File: src/rtl/hdlc_rx_pkg.sv
package hdlc_rx_pkg;
    localparam int          CRC_W        = 16;
    localparam logic [15:0] CRC_PRESET   = 16'hFFFF;
    localparam logic [15:0] CRC_POLY_LSB = 16'h8408;
    localparam logic [15:0] CRC_GOOD     = 16'hF0B8;
    localparam logic [7:0]  FLAG_PAT     = 8'h7E;

    typedef enum logic [1:0] {ADR_WAIT, ADR_PASS, ADR_DROP} adr_state_e;

    function automatic logic [15:0] crc_step(input logic [15:0] c, input logic b);
        crc_step = (c >> 1) ^ (((c[0] ^ b) == 1'b1) ? CRC_POLY_LSB : 16'h0000);
    endfunction
endpackage

File: src/rtl/hdlc_rx_bitproc.sv
// Line-bit stage: delimiter and abort detection, stuffed-zero removal.
// A raw window the length of the delimiter delays data bits so that
// delimiter bits never leak into the frame.
module hdlc_rx_bitproc
    import hdlc_rx_pkg::*;
(
    input  logic clk,
    input  logic rst_n,
    input  logic bit_vld,
    input  logic bit_in,
    output logic dbit_vld,
    output logic dbit,
    output logic flag_p,
    output logic was_open,
    output logic abort_p
);
    localparam int WIN    = $bits(FLAG_PAT);
    localparam int ONES_W = $clog2(WIN);
    localparam logic [ONES_W-1:0] RUN_MAX   = ONES_W'(WIN - 1);
    localparam logic [ONES_W-1:0] RUN_PRE   = ONES_W'(WIN - 2);
    localparam logic [ONES_W-1:0] RUN_STUFF = ONES_W'(WIN - 3);

    typedef struct packed {
        logic [WIN-1:0]    win;
        logic [WIN-1:0]    keep;
        logic [ONES_W-1:0] ones;
        logic              open;
        logic              dv;
        logic              db;
        logic              flag;
        logic              was_open;
        logic              abort;
    } bp_state_t;

    bp_state_t st_d, st_q;
    logic      stuffed, hit_abort;

    always_comb begin
        st_d          = st_q;
        st_d.dv       = 1'b0;
        st_d.flag     = 1'b0;
        st_d.abort    = 1'b0;
        st_d.was_open = st_q.open;
        stuffed       = 1'b0;
        hit_abort     = 1'b0;
        if (bit_vld) begin
            stuffed   = !bit_in && (st_q.ones == RUN_STUFF);
            hit_abort = bit_in && (st_q.ones == RUN_PRE);
            st_d.win  = {st_q.win[WIN-2:0], bit_in};
            st_d.keep = {st_q.keep[WIN-2:0], !stuffed};
            if (!bit_in)
                st_d.ones = '0;
            else if (st_q.ones != RUN_MAX)
                st_d.ones = st_q.ones + 1'b1;
            st_d.dv = st_q.keep[WIN-1] && st_q.open && !hit_abort;
            st_d.db = st_q.win[WIN-1];
            if (st_d.win == FLAG_PAT) begin
                st_d.flag = 1'b1;
                st_d.keep = '0;
                st_d.open = 1'b1;
            end else if (hit_abort) begin
                st_d.abort = st_q.open;
                st_d.keep  = '0;
                st_d.open  = 1'b0;
            end
        end
    end

    always_ff @(posedge clk or negedge rst_n) begin
        if (!rst_n) st_q <= '0;
        else        st_q <= st_d;
    end

    assign dbit_vld = st_q.dv;
    assign dbit     = st_q.db;
    assign flag_p   = st_q.flag;
    assign was_open = st_q.was_open;
    assign abort_p  = st_q.abort;
endmodule

File: src/rtl/hdlc_addr_match.sv
// Combinational address filter: one comparator pair per target.
module hdlc_addr_match #(
    parameter int BYTE_W = 8
) (
    input  logic [BYTE_W-1:0] adr_first,
    input  logic [BYTE_W-1:0] adr_second,
    input  logic [BYTE_W-1:0] own_first,
    input  logic [BYTE_W-1:0] own_second,
    input  logic [BYTE_W-1:0] bc_first,
    input  logic [BYTE_W-1:0] bc_second,
    input  logic [3:0]        cmp_en,
    output logic              adr_hit
);
    localparam int N_TGT = 2;

    logic [N_TGT-1:0][1:0][BYTE_W-1:0] tgt_ref;
    logic [N_TGT-1:0]                  tgt_hit;

    assign tgt_ref[0] = {own_second, own_first};
    assign tgt_ref[1] = {bc_second, bc_first};

    for (genvar g = 0; g < N_TGT; g++) begin : g_tgt
        assign tgt_hit[g] = (|cmp_en[2*g+1 -: 2])
                          && (!cmp_en[2*g]   || (adr_first  == tgt_ref[g][0]))
                          && (!cmp_en[2*g+1] || (adr_second == tgt_ref[g][1]));
    end

    assign adr_hit = (cmp_en == 4'b0000) || (|tgt_hit);
endmodule

File: src/rtl/hdlc_rx_bytepath.sv
// Byte stage: assembly, check sequence, two-byte holding line that both
// buffers the address for the filter decision and trims the check bytes.
module hdlc_rx_bytepath
    import hdlc_rx_pkg::*;
#(
    parameter int MIN_FRAME_BYTES = 4
) (
    input  logic       clk,
    input  logic       rst_n,
    input  logic       dbit_vld,
    input  logic       dbit,
    input  logic       flag_p,
    input  logic       was_open,
    input  logic       abort_p,
    input  logic       adr_hit,
    output logic [7:0] adr_first,
    output logic [7:0] adr_second,
    output logic       out_vld,
    output logic [7:0] out_byte,
    output logic       out_sof,
    output logic       out_end,
    output logic       out_fcs_ok,
    output logic       out_err,
    output logic       out_abort,
    output logic       abort_irq
);
    localparam int BYTE_W    = 8;
    localparam int BIT_W     = $clog2(BYTE_W);
    localparam int FCS_BYTES = CRC_W / BYTE_W;
    localparam int CNT_W     = $clog2(MIN_FRAME_BYTES + 1);
    localparam logic [BIT_W-1:0] LAST_BIT = BIT_W'(BYTE_W - 1);
    localparam logic [CNT_W-1:0] DECIDE_AT = CNT_W'(FCS_BYTES);
    localparam logic [CNT_W-1:0] CNT_CAP   = CNT_W'(MIN_FRAME_BYTES);

    typedef struct packed {
        logic [BYTE_W-1:0]                 sh;
        logic [BIT_W-1:0]                  bitcnt;
        logic [CNT_W-1:0]                  nbytes;
        logic [CRC_W-1:0]                  crc;
        adr_state_e                        adr;
        logic [FCS_BYTES-1:0][BYTE_W-1:0]  held;
        logic                              o_vld;
        logic [BYTE_W-1:0]                 o_byte;
        logic                              o_sof;
        logic                              o_end;
        logic                              o_fcs;
        logic                              o_err;
        logic                              o_abt;
        logic                              o_irq;
    } by_state_t;

    by_state_t st_d, st_q;
    logic      bad_len;

    always_comb begin
        st_d       = st_q;
        st_d.o_vld = 1'b0;
        st_d.o_sof = 1'b0;
        st_d.o_end = 1'b0;
        st_d.o_fcs = 1'b0;
        st_d.o_err = 1'b0;
        st_d.o_abt = 1'b0;
        st_d.o_irq = 1'b0;
        bad_len    = 1'b0;
        if (dbit_vld) begin
            st_d.crc = crc_step(st_q.crc, dbit);
            st_d.sh  = {dbit, st_q.sh[BYTE_W-1:1]};
            if (st_q.bitcnt == LAST_BIT) begin
                st_d.bitcnt = '0;
                if (st_q.nbytes == DECIDE_AT && st_q.adr == ADR_WAIT)
                    st_d.adr = adr_hit ? ADR_PASS : ADR_DROP;
                if (st_q.nbytes >= DECIDE_AT && st_d.adr == ADR_PASS) begin
                    st_d.o_vld  = 1'b1;
                    st_d.o_byte = st_q.held[FCS_BYTES-1];
                    st_d.o_sof  = (st_q.nbytes == DECIDE_AT);
                end
                st_d.held = {st_q.held[FCS_BYTES-2:0], st_d.sh};
                if (st_q.nbytes != CNT_CAP)
                    st_d.nbytes = st_q.nbytes + 1'b1;
            end else begin
                st_d.bitcnt = st_q.bitcnt + 1'b1;
            end
        end
        if (flag_p) begin
            if (was_open && (st_d.nbytes != '0 || st_d.bitcnt != '0)
                && st_d.adr != ADR_DROP) begin
                bad_len    = (st_d.bitcnt != '0) || (st_d.nbytes < CNT_CAP);
                st_d.o_end = 1'b1;
                st_d.o_err = bad_len;
                st_d.o_fcs = !bad_len && (st_d.crc == CRC_GOOD);
            end
        end
        if (abort_p) begin
            st_d.o_irq = 1'b1;
            if (st_d.adr != ADR_DROP) begin
                st_d.o_end = 1'b1;
                st_d.o_abt = 1'b1;
            end
        end
        if (flag_p || abort_p) begin
            st_d.bitcnt = '0;
            st_d.nbytes = '0;
            st_d.crc    = CRC_PRESET;
            st_d.adr    = ADR_WAIT;
        end
    end

    always_ff @(posedge clk or negedge rst_n) begin
        if (!rst_n) begin
            st_q     <= '0;
            st_q.crc <= CRC_PRESET;
            st_q.adr <= ADR_WAIT;
        end else begin
            st_q <= st_d;
        end
    end

    assign adr_first  = st_q.held[FCS_BYTES-1];
    assign adr_second = st_q.held[FCS_BYTES-2];
    assign out_vld    = st_q.o_vld;
    assign out_byte   = st_q.o_byte;
    assign out_sof    = st_q.o_sof;
    assign out_end    = st_q.o_end;
    assign out_fcs_ok = st_q.o_fcs;
    assign out_err    = st_q.o_err;
    assign out_abort  = st_q.o_abt;
    assign abort_irq  = st_q.o_irq;
endmodule

File: src/rtl/hdlc_rx_filter.sv
module hdlc_rx_filter #(
    parameter int MIN_FRAME_BYTES = 4
) (
    input  logic       clk,
    input  logic       rst_n,
    input  logic       bit_vld,
    input  logic       bit_in,
    input  logic [7:0] own_addr_first,
    input  logic [7:0] own_addr_second,
    input  logic [7:0] bcast_addr_first,
    input  logic [7:0] bcast_addr_second,
    input  logic [3:0] addr_cmp_en,
    output logic       out_vld,
    output logic [7:0] out_byte,
    output logic       out_sof,
    output logic       out_end,
    output logic       out_fcs_ok,
    output logic       out_err,
    output logic       out_abort,
    output logic       abort_irq
);
    logic       dbit_vld, dbit, flag_p, was_open, abort_p, adr_hit;
    logic [7:0] adr_first, adr_second;

    hdlc_rx_bitproc bit_i (
        .clk(clk), .rst_n(rst_n), .bit_vld(bit_vld), .bit_in(bit_in),
        .dbit_vld(dbit_vld), .dbit(dbit), .flag_p(flag_p),
        .was_open(was_open), .abort_p(abort_p)
    );

    hdlc_addr_match #(.BYTE_W(8)) match_i (
        .adr_first(adr_first), .adr_second(adr_second),
        .own_first(own_addr_first), .own_second(own_addr_second),
        .bc_first(bcast_addr_first), .bc_second(bcast_addr_second),
        .cmp_en(addr_cmp_en), .adr_hit(adr_hit)
    );

    hdlc_rx_bytepath #(.MIN_FRAME_BYTES(MIN_FRAME_BYTES)) byte_i (
        .clk(clk), .rst_n(rst_n), .dbit_vld(dbit_vld), .dbit(dbit),
        .flag_p(flag_p), .was_open(was_open), .abort_p(abort_p),
        .adr_hit(adr_hit), .adr_first(adr_first), .adr_second(adr_second),
        .out_vld(out_vld), .out_byte(out_byte), .out_sof(out_sof),
        .out_end(out_end), .out_fcs_ok(out_fcs_ok), .out_err(out_err),
        .out_abort(out_abort), .abort_irq(abort_irq)
    );
endmodule

File: config.mk
export PLATFORM = sky130hd
export DESIGN_NAME = hdlc_rx_filter
export DESIGN_NICKNAME = d
export VERILOG_FILES = /design/src/rtl/hdlc_rx_pkg.sv /design/src/rtl/hdlc_rx_bitproc.sv /design/src/rtl/hdlc_addr_match.sv /design/src/rtl/hdlc_rx_bytepath.sv /design/src/rtl/hdlc_rx_filter.sv
export SDC_FILE = /design/constraint.sdc
export NUM_CORES = 1
export LEC_CHECK = 0
export CELL_PAD_IN_SITES_DETAIL_PLACEMENT = 2
export CELL_PAD_IN_SITES_GLOBAL_PLACEMENT = 2
export CORE_MARGIN = 5
export CORE_UTILIZATION = 38
export CTS_CLUSTER_SIZE = 8
export DETAILED_ROUTE_END_ITERATION = 8
export DONT_BUFFER_PORTS = 1
export GPL_TIMING_DRIVEN = 0
export PLACE_DENSITY_LB_ADDON = 0.1
export SETUP_SLACK_MARGIN = 0.4
export SYNTH_ARGS = -nofsm -noshare
export SYNTH_HDL_FRONTEND = slang
export SYNTH_SLANG_ARGS = --single-unit
File: constraint.sdc
create_clock -name clk -period 1.9 [get_ports clk]
set_input_delay 0.19 -clock clk [delete_from_list [all_inputs] [get_ports clk]]
set_output_delay 0.19 -clock clk [all_outputs]
set_load 0.05 [all_outputs]
==> results of run 1 <==
## worst min-delay path by stage
| stage | cells after the start | from | to | slack, ns |
|---|---|---|---|---|
| after floorplan | 0 | rst_n | bit_i.abort_p | -0.11 |
| after global placement | 0 | rst_n | bit_i.st_q[21] | -0.10 |
| after detailed placement | 0 | rst_n | byte_i.out_byte[0] | -0.10 |
| after CTS | 0 | rst_n | byte_i.out_byte[0] | -0.53 |
| after global routing | 0 | rst_n | byte_i.out_byte[0] | -0.54 |
| final | 0 | rst_n | byte_i.out_byte[0] | -0.50 |
## routing by layer
| layer | part of all wire [%] | wire [um] | up-vias | track usage, % |
|---|---|---|---|---|
| li1 | - | - | 1316 | - |
| met1 | 43 | 4990 | 1470 | 22.9 |
| met2 | 50 | 5780 | 54 | 29.5 |
| met3 | 5.0 | 577 | 11 | 4.42 |
| met4 | 1.2 | 134 | 0 | 6.96 |
| met5 | 0 | 0 | - | 0 |
## worst reg2reg max path, delay by kind of cell, from the launching register on
| kind | cells | cell delay [ns] |
|---|---|---|
| xor+xnor | 1 | 0.21 |
| flops | 1 | 0.46 |
| mux | 1 | 0.32 |
| buf+inv | 1 | 0.20 |
| compound gates | 2 | 0.24 |
| simple gates | 2 | 0.63 |
## state kept, by name, indices dropped and copies added, names as in the netlist, 8 cells and up
name / cells
byte_i.st_q: 31
bit_i.st_q: 19
byte_i.adr_first: 8
byte_i.adr_second: 8
byte_i.out_byte: 8
## per-stage QoR
step	area, um^2	power [mW]	hold slack (ns)	setup TNS (ns)
2_1_floorplan	4260	4.51	-0.106	-0.605
3_3_place_gp	4440	4.95	-0.103	-4.32
3_5_place_dp	4440	5.12	-0.103	-5.03
4_1_cts	4940	6.66	-0.533	-1.95
5_1_grt	5210	7.40	-0.543	-3.94
6_report	5210	6.89	-0.503	-2.77
## what timing repair did
| action | CTS | global route |
|---|---|---|
| gates cloned | 1 | 0 |
| gates resized for setup | 34 | 38 |
| setup buffers | 21 | 14 |
| setup endpoints to repair | 61 | 58 |
| hold endpoints to repair | 91 | 87 |
| pin swaps | 15 | 10 |
## power groups by stage
stage          clock [mW]  combinational [mW]  sequential (mW)
5_1_grt              1.34                2.69             3.37
4_1_cts              1.25                2.18             3.23
3_3_place_gp            0                1.72             3.23
3_5_place_dp            0                1.85             3.27
2_1_floorplan           0                1.52             2.99
6_report             1.18                2.44             3.27
## cell type report
class	instances	area (um^2)
Tap cell	140	175
Buffer	20	166
Multi-Input combinational cell	239	2150
Clock buffer	10	138
Sequential cell	87	2200
Timing Repair Buffer	36	304
Fill cell	1069	5590
Clock inverter	6	36.3
Inverter	10	37.5
## cells by family (layout without fill, tap and decap cells)
logic type | Yosys count | count (layout) | share of synthesized area (%)
xor gates and xnor gates | 36 | 36 | 7.56
buffers and inverters | 30 | 82 | 3.51
adders and majority gates | 9 | 9 | 2.70
and+or+nand+nor | 98 | 98 | 12.1
DFF | 87 | 87 | 52.7
AOI/OAI and AO/OA | 31 | 32 | 4.80
muxes | 64 | 64 | 16.6
## cells in the mapped netlist (3+ instances only)
master | count | share of area [%]
xnor2_1 | 3 | 0.63
nand2_1 | 29 | 2.6
buf_4 | 8 | 1.4
inv_1 | 10 | 0.90
xor2_1 | 33 | 6.9
nand3_1 | 4 | 0.48
clkbuf_1 | 5 | 0.45
nor3_1 | 5 | 0.60
buf_1 | 4 | 0.36
buf_2 | 3 | 0.36
nand4b_1 | 4 | 0.84
mux2_2 | 41 | 11
nor4_1 | 10 | 1.5
a21oi_1 | 6 | 0.72
nand2b_1 | 4 | 0.60
a31oi_1 | 3 | 0.45
ha_1 | 9 | 2.7
mux2i_1 | 23 | 5.5
nor3b_1 | 4 | 0.72
dfstp_2 | 16 | 10
o21ai_0 | 13 | 1.6
nor2_1 | 23 | 2.1
dfrtp_1 | 71 | 43
==> out/qor.yml, run 1 <==
status: "complete, but fails checks"
failed_checks: "negative hold slack, negative setup slack"
combPwrFrac_pct: 35.4
synth_warnings: 0
postLayoutCoreUtil_pct: 48.2
rows: 38
final_hold_viol_count: 87
clockPowerShare_pct: 17.2
syn_nets: 404
final-setup-viol-count: 16
tightestPinTransition_ns: 0.670
layout_commonest_cell: "dfrtp_1"
dp_hpwl_um: 7310
max_stage_delay_ns: 0.46
required_ns: 2.17
seqPwrFrac_pct: 47.5
n_antenna_cell: 0
ys_types: 42
cts_made_buffers: 9
grt_max_degree: 88
wl_per_cell_um: 20.9
endpoint: "byte_i.out_byte[7]"
cp_num_buf_inv: 1
p_per_area_mw_per_mm2: 1320
cpMaxStageDelayCell: "dfrtp_2"
gp_congestion: 0.759
timing.final.crit_share_pct: 114
whs_ns: -0.503
die_area_mm2: 0.0132
post-route-min-period_ns: 2.16
drive_gt1_share_pct: 42.4
wl_um: 11500
drt_iter0_drc: 84
cp.arrival_ns: 2.43
die_height_um: 115
fin_skew_ns: 0.0112
area_growth_syn_to_layout_pct: 24.9
r2r_start: "byte_i.adr_second[3]"
cts_root_buf: "clkbuf_8"
finalMaxSlewViolations: 0
drc_errors: 0
cts_tree: "yes"
power.leakage_nw: 2.37
grt_pass1_vias: 3288
critPathTopFamily: "simple AND/OR/NAND/NOR gates"
avgSynthCellArea_um2: 11.7
synthArstFlopShare_pct: 100
cp-startpoint: "byte_i.adr_second[3]"
path_cells: "xor2_2 > nor4_4 > a31oi_2 > nor4_4 > buf_4 > a211oi_4 > mux2_4"
ys_ff_latch: 87
crit_fanout: 5
portBuffers: 0
h-tree-depth: 3
timing.rr.end: "byte_i.out_byte[7]"
nets: 452
synthCells: 355
coreArea_mm2: 0.0108
grt_pass1_wl_um: 18100
synth.yosys.seq_area_share_pct: 52.7
p_sw_share_pct: 36.3
vdd_drop_max_mv: 0.559
clkTransAtPathRegs_ns: 0.09
die_w_um: 115
clock_latency_ns: 0.37
grt_usage_pct: 17.9
maxCapViolCount: 0
p_sw_mw: 2.50
ant_nets: 0
max-slew-margin-rel_pct: 55.3
stdcell_count: 548
dp.cells: 495
num_vias: 2851
rr_worst_depth: 7
cts_sinks: 87
r2r_slack_ns: -0.26
ios: 55
hold_buffers: 1
first_pass_iters: 4
synth_area_mm2: 0.00417
place_ws_ns: -0.469
p_int_mw: 4.39
cpMostUsedCell: "nor4_4"
yosys_most_used_dff: "dfrtp_1"
worstHoldPathType: "in2async"
via_per_inst: 5.20
end_kind: "flop"
grt_setup_unrepaired: "yes"
max_freq_mhz: 462
grt_overflow_total: 0
final_cell_mix: "dfrtp_1, buf_4, mux2_2"
setup_ws_ns: -0.264
cp.depth: 7
initial_utilization_pct: 38.6
criticalPathCategory: "reg2reg"
startpoint_type: "flop"
antenna_found_initial: 0
cts.path.max_buffers: 2
synth-edff-count: 0
(Power assumes the default switching activity.)
==> inputs of run 2 (changes only) <==
--- a/config.mk
+++ b/config.mk
@@ -5,15 +5,16 @@
 export SDC_FILE = /design/constraint.sdc
 export NUM_CORES = 1
 export LEC_CHECK = 0
+export ABC_AREA = 1
 export CELL_PAD_IN_SITES_DETAIL_PLACEMENT = 2
 export CELL_PAD_IN_SITES_GLOBAL_PLACEMENT = 2
 export CORE_MARGIN = 5
-export CORE_UTILIZATION = 38
+export CORE_UTILIZATION = 34
 export CTS_CLUSTER_SIZE = 8
 export DETAILED_ROUTE_END_ITERATION = 8
 export DONT_BUFFER_PORTS = 1
 export GPL_TIMING_DRIVEN = 0
-export PLACE_DENSITY_LB_ADDON = 0.1
+export PLACE_DENSITY = 0.83
 export SETUP_SLACK_MARGIN = 0.4
 export SYNTH_ARGS = -nofsm -noshare
 export SYNTH_HDL_FRONTEND = slang
==> out/qor.yml, run 2 <==
criticalPathCategory: "reg2reg"
finalMaxSlewViolations: 0  # unchanged
avgSynthCellArea_um2: 8.39  # -29%
coreArea_mm2: 0.0121  # +12%
place_ws_ns: -0.155  # +0.314 ns
top_register: "byte_i.st_q"
die_w_um: 122  # +6.0%
synth_warnings: 0  # unchanged
die_height_um: 122  # +6.0%
met3WireLength_um: 784  # +36%
startpoint_type: "flop"
cts.path.max_buffers: 2  # unchanged
wl_per_cell_um: 21.7  # +3.4%
cpMaxStageDelayCell: "dfrtp_1"
maxCapViolCount: 0  # unchanged
final_hold_viol_count: 87  # unchanged
grt_max_degree: 88  # unchanged
largest_reg_flops: 31  # unchanged
initial_utilization_pct: 35.0  # -3.7 points
end_kind: "flop"
synth.largest_area_cell: "dfrtp_1"
met1Wirelength_um: 5830  # +17%
grt_usage_pct: 19.2  # +1.2 points
hold_buffers: 1  # unchanged
postLayoutCoreUtil_pct: 43.7  # -4.6 points
cts_root_buf: "clkbuf_16"
worstHoldPathType: "in2async"
power.leakage_nw: 2.45  # +3.3%
via_per_inst: 5.08  # -2.4%
p_per_area_mw_per_mm2: 1010  # -24%
required_ns: 2.14  # -0.03 ns
drc_errors: 0  # unchanged
stdcell_count: 710  # +30%
wl_met2_um: 8300  # +44%
drive_gt1_share_pct: 27.9  # -15 points
portBuffers: 0  # unchanged
netlist_top_cells_count: "nand2_1, dfrtp_1, inv_1"
h-tree-depth: 3  # unchanged
stdcell_area_mm2: 0.00529  # +1.6%
cts_made_buffers: 9  # unchanged
cts_sinks: 87  # unchanged
synth.yosys.seq_area_share_pct: 51.9  # -0.83 points
num_vias: 3606  # +26%
timing.final.crit_share_pct: 103  # -11 points
grt_pass1_vias: 4096  # +25%
ys_ff_latch: 87  # unchanged
gp_congestion: 0.724  # -4.6%
grt_pass1_wl_um: 21800  # +20%
max-slew-margin-rel_pct: 67.2  # +12 points
synth-edff-count: 0  # unchanged
cp.arrival_ns: 2.20  # -0.23 ns
syn_nets: 554  # +37%
nets: 586  # +30%
area_growth_syn_to_layout_pct: 24.9  # about the same
rows: 40  # +5.3%
reg_top3: "byte_i.st_q: 31 flops, bit_i.st_q: 19 flops"
setup_ws_ns: -0.0557  # +0.208 ns
cts_tree: "yes"
cpMostUsedCell: "nand2_4"
dp.cells: 673  # +36%
final-setup-viol-count: 10  # -6
ios: 55  # unchanged
path_cells: "ha_2 > ha_4 > nand2_4 > nor2_4 > inv_2 > nor3_2 > a21oi_1 > inv_1 > nand3_2 > o211a_1 > nand2_4 > nor2_2"
ant_nets: 0  # unchanged
yosys.area.top_type_share_pct: 41.9  # -0.67 points
wl_um: 15400  # +34%
place_area_mm2: 0.00446  # +0.59%
vdd_drop_max_mv: 0.448  # -20%
die_area_mm2: 0.0148  # +12%
post-route-min-period_ns: 1.96  # -0.208 ns
routed.top_layer: "met4"
crit_fanout: 4  # -1
whs_ns: -0.486  # +0.0173 ns
clock_latency_ns: 0.37  # about the same
drt_iter0_drc: 130  # +55%
antenna_found_initial: 0  # unchanged
synth.area.top_cells: "dfrtp_1, nand2_1, dfstp_2, o21ai_0, inv_1"
max_stage_delay_ns: 0.40  # -0.06 ns
cp_num_buf_inv: 2  # +1
synth.most_common_cell: "nand2_1"
tns_ns: -0.351  # +2.42 ns
clkTransAtPathRegs_ns: 0.08  # about the same
yosys_most_used_dff: "dfrtp_1"
first_pass_iters: 4  # unchanged
failed_checks: "negative hold slack, negative setup slack"
p_total_mw: 5.33  # -23%
status: "complete, but fails checks"
synthCells: 505  # +42%
dp_hpwl_um: 8560  # +17%
nFillCells: 1317  # +23%
synth_area_mm2: 0.00424  # +1.6%
max_freq_mhz: 511  # +11%
tightestPinTransition_ns: 0.493  # -0.177 ns
grt_setup_unrepaired: "yes"
synthArstFlopShare_pct: 100  # unchanged
layout_commonest_cell: "nand2_1"
n_antenna_cell: 0  # unchanged
grt_overflow_total: 0  # unchanged
critPathTopFamily: "simple AND/OR/NAND/NOR gates"
final_cell_mix: "nand2_1, dfrtp_1, inv_1"
ys_types: 39  # -7.1%
fin_skew_ns: 0.0219  # +0.0108 ns
run 2: cell types whose count changed after synthesis, moves of 9 or more:
cell	before	now
inv_1	10	61
mux2_2	41	0
mux2i_1	23	2
nand2_1	29	153
nand3_1	4	14
nor2_1	23	35
nor4_1	10	1
o21ai_0	13	47
xnor2_1	3	16
xor2_1	33	2
run 2: timing repair:
action / in CTS / in global routing
gates resized for setup: 48 / 66
endpoints found under the setup margin: 67 / 62
gates cloned: 2 / 1
pin swaps: 15 / 22
hold endpoints to repair: 90 / 87
setup buffers: 12 / 5
run 2: area by class of cell:
cell class	count	area, um^2	share of cell area [%]
plain buffers	22	194	3.67
clock buffers	11	243	4.59
clock inverters	5	41.3	0.781
inverters	67	260	4.92
multi-input cells	330	1950	36.9
flip-flops and latches	87	2210	41.7
well taps	168	210	3.97
repair buffers	20	184	3.48
run 2: per-layer routing:
layer | track usage [%] | up-vias
li1 | - | 1640
met1 | 21.1 | 1840
met2 | 36.0 | 93
met3 | 4.04 | 33
met4 | 6.86 | 0
met5 | 0 | -
run 2: logic make-up after synthesis:
family | Yosys count | share of synthesized area (%)
buf+inv | 89 | 9.39
flops | 87 | 51.9
mux | 2 | 0.473
simple gates | 221 | 21.2
compound gates | 79 | 10.6
xor+xnor | 18 | 3.72
fa+ha+maj | 9 | 2.66
run 2: worst paths after layout:
| check | start | to | slack (ns) | cells past startpoint |
|---|---|---|---|---|
| max | byte_i.st_q[52] | byte_i.out_fcs_ok | -0.06 | 12 |
| min | rst_n | byte_i.adr_first[5] | -0.49 | 0 |
| max reg2reg | byte_i.st_q[52] | byte_i.out_fcs_ok | -0.06 | 12 |
| min reg2reg | bit_i.st_d[1] | bit_i.was_open | 0.41 | 0 |
| max in group asynchronous | rst_n | byte_i.st_q[47] | 2.15 | 0 |
| min in group clk | bit_in | bit_i.abort_p | 0.04 | 2 |
run 2: report_power, final:
| part | switching [mW] | leakage [nW] | internal (mW) |
|---|---|---|---|
| logic | 0.621 | 1.22 | 0.394 |
| clock network | 0.870 | 0.132 | 0.935 |
| registers | 0.220 | 1.10 | 2.29 |
| total | 1.71 | 2.45 | 3.62 |
